--- config.mk ---
export PLATFORM = sky130hd
export DESIGN_NAME = cos_input_ctrl
export DESIGN_NICKNAME = d
export VERILOG_FILES = /design/src/rtl/cos_pkg.sv /design/src/rtl/cos_sync.sv /design/src/rtl/cos_group_det.sv /design/src/rtl/cos_regs.sv /design/src/rtl/cos_input_ctrl.sv
export SDC_FILE = /design/constraint.sdc
export NUM_CORES = 1
export LEC_CHECK = 0
export ABC_AREA = 1
export BUFFER_PORTS_ARGS = -buffer_cell sky130_fd_sc_hd__buf_2
export CAP_MARGIN = 30
export CORE_MARGIN = 3
export CORE_UTILIZATION = 61
export CTS_CLUSTER_SIZE = 40
export DETAILED_ROUTE_END_ITERATION = 7
export GPL_TIMING_DRIVEN = 0
export PLACE_DENSITY = 0.95
export SLEW_MARGIN = 20
export SYNTH_ARGS = -nofsm -noshare
export SYNTH_HDL_FRONTEND = slang
export SYNTH_SLANG_ARGS = --single-unit
--- constraint.sdc ---
create_clock -name clk -period 2.1 [get_ports clk]
set_clock_uncertainty 0.2 [all_clocks]
set_input_delay 0.525 -clock clk [delete_from_list [all_inputs] [get_ports clk]]
set_output_delay 0.525 -clock clk [all_outputs]
set_load 0.01 [all_outputs]
--- src/rtl/cos_pkg.sv ---
package cos_pkg;

  // Maps a group index onto its read offset. The offset "gap" is skipped.
  function automatic int unsigned grp_to_off(int unsigned grp, int unsigned gap);
    return (grp < gap) ? grp : grp + 1;
  endfunction

  // Builds a status byte: flags in the low bits, inverted irq above them.
  function automatic logic [7:0] status_byte(logic [5:0] flags, logic irq);
    return {1'b0, ~irq, flags};
  endfunction

endpackage

--- src/rtl/cos_sync.sv ---
module cos_sync #(
  parameter int unsigned W      = 48,
  parameter int unsigned STAGES = 2
) (
  input  logic         clk,
  input  logic         rst_n,
  input  logic [W-1:0] d,
  output logic [W-1:0] q
);
  logic [W-1:0] stg [STAGES];

  always_ff @(posedge clk or negedge rst_n) begin
    if (!rst_n) begin
      for (int i = 0; i < STAGES; i++) stg[i] <= '0;
    end else begin
      stg[0] <= d;
      for (int i = 1; i < STAGES; i++) stg[i] <= stg[i-1];
    end
  end

  assign q = stg[STAGES-1];
endmodule

--- src/rtl/cos_group_det.sv ---
module cos_group_det #(
  parameter int unsigned W = 8
) (
  input  logic         clk,
  input  logic         rst_n,
  input  logic [W-1:0] cur,
  input  logic         enable,
  input  logic         clear,
  output logic         edge_any,
  output logic         flag
);
  logic [W-1:0] prev;

  // A change in either direction on any line of the group.
  assign edge_any = |(cur ^ prev);

  always_ff @(posedge clk or negedge rst_n) begin
    if (!rst_n) begin
      prev <= '0;
      flag <= 1'b0;
    end else begin
      prev <= cur;
      flag <= (flag & ~clear) | (edge_any & enable);
    end
  end
endmodule

--- src/rtl/cos_regs.sv ---
module cos_regs #(
  parameter int unsigned GROUPS  = 6,
  parameter int unsigned GROUP_W = 8,
  parameter int unsigned ADDR_W  = 3,
  parameter int unsigned GAP_OFF = 3
) (
  input  logic                      clk,
  input  logic                      rst_n,
  input  logic [ADDR_W-1:0]         addr,
  input  logic                      rd,
  input  logic                      wr,
  input  logic [GROUPS-1:0]         wbits,
  input  logic [GROUPS*GROUP_W-1:0] levels,
  input  logic [GROUPS-1:0]         flags,
  input  logic                      irq,
  output logic [GROUP_W-1:0]        rdata,
  output logic [GROUPS-1:0]         en_mask,
  output logic                      clr
);
  localparam logic [ADDR_W-1:0] CTRL_OFF = ADDR_W'((1 << ADDR_W) - 1);

  logic ctrl_sel;
  logic [GROUP_W-1:0] term [GROUPS];

  assign ctrl_sel = (addr == CTRL_OFF);
  assign clr      = rd & ctrl_sel;

  always_ff @(posedge clk or negedge rst_n) begin
    if (!rst_n)              en_mask <= '0;
    else if (wr && ctrl_sel) en_mask <= wbits;
  end

  for (genvar g = 0; g < GROUPS; g++) begin : g_rd
    localparam logic [ADDR_W-1:0] OFF = ADDR_W'(cos_pkg::grp_to_off(g, GAP_OFF));
    assign term[g] = (addr == OFF) ? levels[g*GROUP_W +: GROUP_W] : '0;
  end

  always_comb begin
    rdata = '0;
    for (int g = 0; g < GROUPS; g++) rdata = rdata | term[g];
    if (ctrl_sel) rdata = cos_pkg::status_byte(flags, irq);
  end
endmodule

--- src/rtl/cos_input_ctrl.sv ---
module cos_input_ctrl #(
  parameter int unsigned GROUPS      = 6,
  parameter int unsigned GROUP_W     = 8,
  parameter int unsigned ADDR_W      = 3,
  parameter int unsigned SYNC_STAGES = 2
) (
  input  logic                      clk,
  input  logic                      rst_n,
  input  logic [GROUPS*GROUP_W-1:0] din,
  input  logic [ADDR_W-1:0]         addr,
  input  logic                      rd,
  input  logic                      wr,
  input  logic [GROUP_W-1:0]        wdata,
  output logic [GROUP_W-1:0]        rdata,
  output logic                      irq
);
  localparam int unsigned NIN = GROUPS * GROUP_W;

  logic [NIN-1:0]    levels;
  logic [GROUPS-1:0] flags;
  logic [GROUPS-1:0] grp_edge;
  logic [GROUPS-1:0] en_mask;
  logic              rd_clr;
  logic              unused_wbits;

  assign unused_wbits = ^wdata[GROUP_W-1:GROUPS];

  cos_sync #(.W(NIN), .STAGES(SYNC_STAGES)) u_sync (
    .clk(clk), .rst_n(rst_n), .d(din), .q(levels)
  );

  for (genvar g = 0; g < GROUPS; g++) begin : g_det
    cos_group_det #(.W(GROUP_W)) u_det (
      .clk(clk), .rst_n(rst_n),
      .cur(levels[g*GROUP_W +: GROUP_W]),
      .enable(en_mask[g]), .clear(rd_clr),
      .edge_any(grp_edge[g]), .flag(flags[g])
    );
  end

  assign irq = |flags;

  cos_regs #(.GROUPS(GROUPS), .GROUP_W(GROUP_W), .ADDR_W(ADDR_W), .GAP_OFF(3)) u_regs (
    .clk(clk), .rst_n(rst_n), .addr(addr), .rd(rd), .wr(wr),
    .wbits(wdata[GROUPS-1:0]), .levels(levels), .flags(flags), .irq(irq),
    .rdata(rdata), .en_mask(en_mask), .clr(rd_clr)
  );
endmodule

Word level (Yosys, flattened, before mapping). Cells that the tools add are included.

Register bits after elaboration: 156. Bits of input ports: 63. Logic and storage cells: 69. Output and inout port bits: 9.

Muxes and demuxes: 7. Bitwise gates (word level): 32. Reduce and logical (&&, ||, !) cells: 9. Equal/unequal tests: 6.

Operator list (number): two-way mux 8 bit (7); OR reduction 8 bit (6); bitwise XOR 8 bit (6); bitwise OR 8 bit (5); bitwise AND 1 bit (13); == test 3 bit (second input constant) (4); bitwise OR 1 bit (6); OR reduction 6 bit (1); == test 3 x 1 -> 1 bit (second input constant) (1); == test 3 x 2 -> 1 bit (second input constant) (1); logical NOT 3 bit (1); inverter 1 bit (2); logical AND 1 bit (1).

Logic depth before layout (Yosys ltp).
Word-level depth: 8. Gate-level depth with buffers: 8.

Modules after synthesis. From an unflattened synthesis, not the netlist that was laid out.

Cells, all modules: 568. Area, all modules: 5916.9 um^2.

By module, submodules not included: cos_sync (area each 2762.6 um^2, times used 1, cells each 144); cos_group_det (area each 376.6 um^2, times used 6, cells each 44); cos_regs (area each 878.3 um^2, times used 1, cells each 156); cos_input_ctrl (area each 16.3 um^2, times used 1, cells each 4).

Worst setup path after synthesis. OpenSTA, ideal clock, no wires.

Path type: in2out. Start: in addr[2]. End: out rdata[3]. Path buffers: 1. Stages: 6. Arrival time: 1.113 ns. Setup slack: 0.262 ns. Data required time: 1.375 ns. Path through: buf_2 > nor2_1 > nand2_1 > nand2_1 > nor2_1 > nand4_1.

Word-level cells in the longest chain between the ends: 8. Elaborated cells between the ends (all ways): 19.

Ends and longest elaborated chain: from (decl) (RTL line cos_input_ctrl.sv:10) `input logic [ADDR_W-1:0] addr,`; == test 3 x 1 -> 1 bit or logical NOT 3 bit (tied branches) (RTL line cos_regs.sv:35) `assign term[g] = (addr == OFF) ? levels[g*GROUP_W +: GROUP_W] : '0;`; two-way mux 8 bit (RTL line cos_regs.sv:35); bitwise OR 8 bit (5 in series) (RTL line cos_regs.sv:40) `for (int g = 0; g < GROUPS; g++) rdata = rdata | term[g];`; two-way mux 8 bit (*) (RTL line cos_regs.sv:41) `if (ctrl_sel) rdata = cos_pkg::status_byte(flags, irq);`; to (decl) (RTL line cos_input_ctrl.sv:14) `output logic [GROUP_W-1:0] rdata,`.

Mark *: on every way between the ends. The rest lies on a longest branch, timed or not.

Worst setup path after layout.
Start: reg u_sync.stg, in the netlist u_sync.q[6]. End: out rdata[6].

Word-level cells in the longest chain between the ends: 7.

Ends and longest elaborated chain: from (decl) (RTL line cos_sync.sv:10) `logic [W-1:0] stg [STAGES];`; two-way mux 8 bit (RTL line cos_regs.sv:35); bitwise OR 8 bit (5 in series) (RTL line cos_regs.sv:40); two-way mux 8 bit (RTL line cos_regs.sv:41).

No other way between the ends.

==> reports/metrics.yaml <==
final_layout:
  fin_util_pct: 89.5
  seq_area_sq_um: 3910
  area_growth_pct: 39.6
  n_fill_cell: 303
  fin_nets: 733
  layout-drive-gt1-share_pct: 29.6
  multi_input_area_sq_um: 1390
  antennaDiodeCount: 0
clock_tree:
  clock_sinks: 156
  cts.reportedPaths.clkPinSlew_ns: 0.07
  clockBufferDepth: 2
  cts_tree: "done"
  cts_buffers: 17
  clkLatencyLatePin_ns: 0.54
  htree_levels: 4
  cts_root_buf: "clkbuf_8"
power:
  comb_power_share_pct: 10.2
  power.density_nw_per_um2: 938
  power_uw: 7030
  pwr-share-clk_pct: 42.4
  power_leakage_uw: 0.00376
  internal-power_uw: 5120
  ir_worst_vdd_mv: 0.697
  swShare_pct: 27.3
  p_sw_uw: 1920
  seqPwrFrac_pct: 47.4
floorplanning:
  rows: 33
  dieHeight_microns: 99.8
  initial_core_util_pct: 64.1
  die-area_sq_um: 9970
  dieWidth_microns: 99.8
  boundaryPins: 72
  core_area_sq_um: 8380
logic_synthesis:
  synthArstFlopShare_pct: 100
  ys_seq_area_share_pct: 72.7
  ys_types: 14
  synth_top_cell_by_area: "dfrtp_1"
  syn-instance-count: 484
  synth_common_cells: "nand2_1, dfrtp_1, inv_1"
  yosys.area.top_type_share_pct: 72.7
  synth-edff-count: 0
  netlist_area_sq_um: 5370
  ys_warn_count: 0
  synth_area_per_cell_sq_um: 11.1
  ys_top_cells_by_area: "dfrtp_1, nand2_1, xnor2_1"
  yosys_register_bits: 156
  syn_nets: 547
  synth_top_flop_cell: "dfrtp_1"
  yosysMostFrequentCell: "nand2_1"
worst_setup_path:
  path_class: "register to output pin"
  critPathRequiredTime_ns: 1.37
  slowest_stage: "dfrtp_1"
  critPathMaxStageDelay_ns: 0.41
  cp_max_fo: 2
  crit_arrival_ns: 1.76
  end_kind: "output pin"
  cp-start-kind: "register"
  path_cells: "nand3_1 -> nand2_2 -> nor2_4 -> nand4_1 -> buf_2"
global_routing:
  grt_pass1_vias: 4784
  grtUsageTotal_pct: 34.5
  antenna_found_initial: 0
  grt_max_degree: 115
  grt_overflow: 0
  grt_pass1_wl_microns: 25200
detailed_routing:
  via_per_inst: 6.06
  drtAntennaViolNets: 0
  route.detailed.drc: 0
  via_count: 4778
  wl_per_cell_microns: 23.3
  drt_wl_total_microns: 18300
  first_pass_iters: 6
  drt-initial-drc-count: 657
timing:
  setup_violations: 8
  tightest_slew_ns: 0.551
  final_hold_viol_count: 0
  period_share_pct: 118
  setup_slack_ns: -0.381
  setup_tns_ns: -2.17
  clock.fmax_mhz: 403
  drv_slew: 0
  period_needed_ns: 2.48
  rsz0062_at_grt: "yes"
  slew_headroom_pct: 63.3
place:
  portBuffers: 69
  place.gp.congestion: 0.949
  hpwlAfterDp_microns: 7210
run_status:
  run_status: "finished, violations left"
  failed_checks: "setup timing"
flow_run:
  maxCapViolations: 0
min_path:
  min_path_type: "input pin to register"
-- final timing paths --
check | startpoint | end | slack [ns] | cells after the start
worst max register to register | u_sync.q[2] | g_det[0].u_det.flag | 0.33 | 8
min in group asynchronous | rst_n | u_regs.en_mask[5] | 0.24 | 2
worst min-delay path | wdata[1] | u_regs.en_mask[1] | 0.06 | 3
max in group asynchronous | rst_n | u_sync.q[2] | 0.58 | 3
worst min register to register | u_sync.stg[58] | u_sync.q[10] | 0.15 | 0
worst max-delay path | u_sync.q[6] | rdata[6] | -0.38 | 5
-- registers in the layout (all words and copies together) (netlist names) --
signal and count:
g_det.u_det.prev 48, u_sync.q 48, u_sync.stg 48, g_det.u_det.flag 6, u_regs.en_mask 6
-- layer usage --
metal	up-vias	global-route usage, %	wire length, microns
li1	1859	-	-
met1	2224	41.1	6000
met2	511	54.2	8280
met3	184	10.4	2280
met4	0	24.2	1770
met5	-	0	0
-- stage by stage --
step	area, sq um	instances	setup slack [ns]	hold slack (ns)
after floorplan	5370	484	0.262	0.0294
after global placement	5850	658	-1.58	0.133
after detailed placement	5890	659	-0.202	0.135
after CTS	7190	762	-0.226	0.0203
after global routing	7500	788	-0.417	0.0579
final	7500	788	-0.381	0.0560
-- power by group through the flow --
stage               clock network (uW)  logic (uW)  registers [uW]
floorplan                            0         220            3320
global placement                     0         376            3340
detailed placement                   0         415            3360
CTS                               2910         565            3300
global route                      3100         762            3340
finish                            2980         720            3330
-- cells by family (layout without fill, tap and decap cells) --
group | after synthesis | after routing | synth area share [%]
and+or+nand+nor | 243 | 243 | 18.7
DFF | 156 | 156 | 72.7
buffers and inverters | 57 | 256 | 4.33
xor gates and xnor gates | 24 | 24 | 3.91
AOI/OAI and AO/OA | 4 | 4 | 0.373
-- cell usage in the layout (no fill, tap or decap), drive strengths merged --
cell type,instances
buf,121
bufinv,1
clkbuf,20
clkinv,1
clkinvlp,3
dfrtp,156
dlygate4sd3,49
inv,61
nand2,174
nand3,26
nand4,16
nor2,27
o21ai,4
xnor2,24
-- timing repair --
item / 4_1_cts / 5_1_grt
gates resized for setup: 35 / 31
hold buffers: 49 / 0
endpoints found under the setup margin: 8 / 9
pin swaps: 27 / 16
setup buffers: 22 / 26
endpoints found under the hold margin: 90 / 0
-- cell type report --
| class | instances | share of cell area [%] |
|---|---|---|
| plain buffers | 5 | 0.751 |
| clock buffers | 18 | 5.57 |
| clock inverters | 14 | 1.92 |
| inverters | 52 | 2.70 |
| multi-input cells | 271 | 18.6 |
| flip-flops and latches | 156 | 52.1 |
| well taps | 105 | 1.75 |
| repair buffers | 167 | 16.6 |
-- critical path, delay by kind of cell (launching register included) --
family | cells | cell delay (ns)
flops | 1 | 0.41
simple gates | 4 | 0.62
buf+inv | 1 | 0.18
No activity file was read; power rests on OpenSTA's default activity.
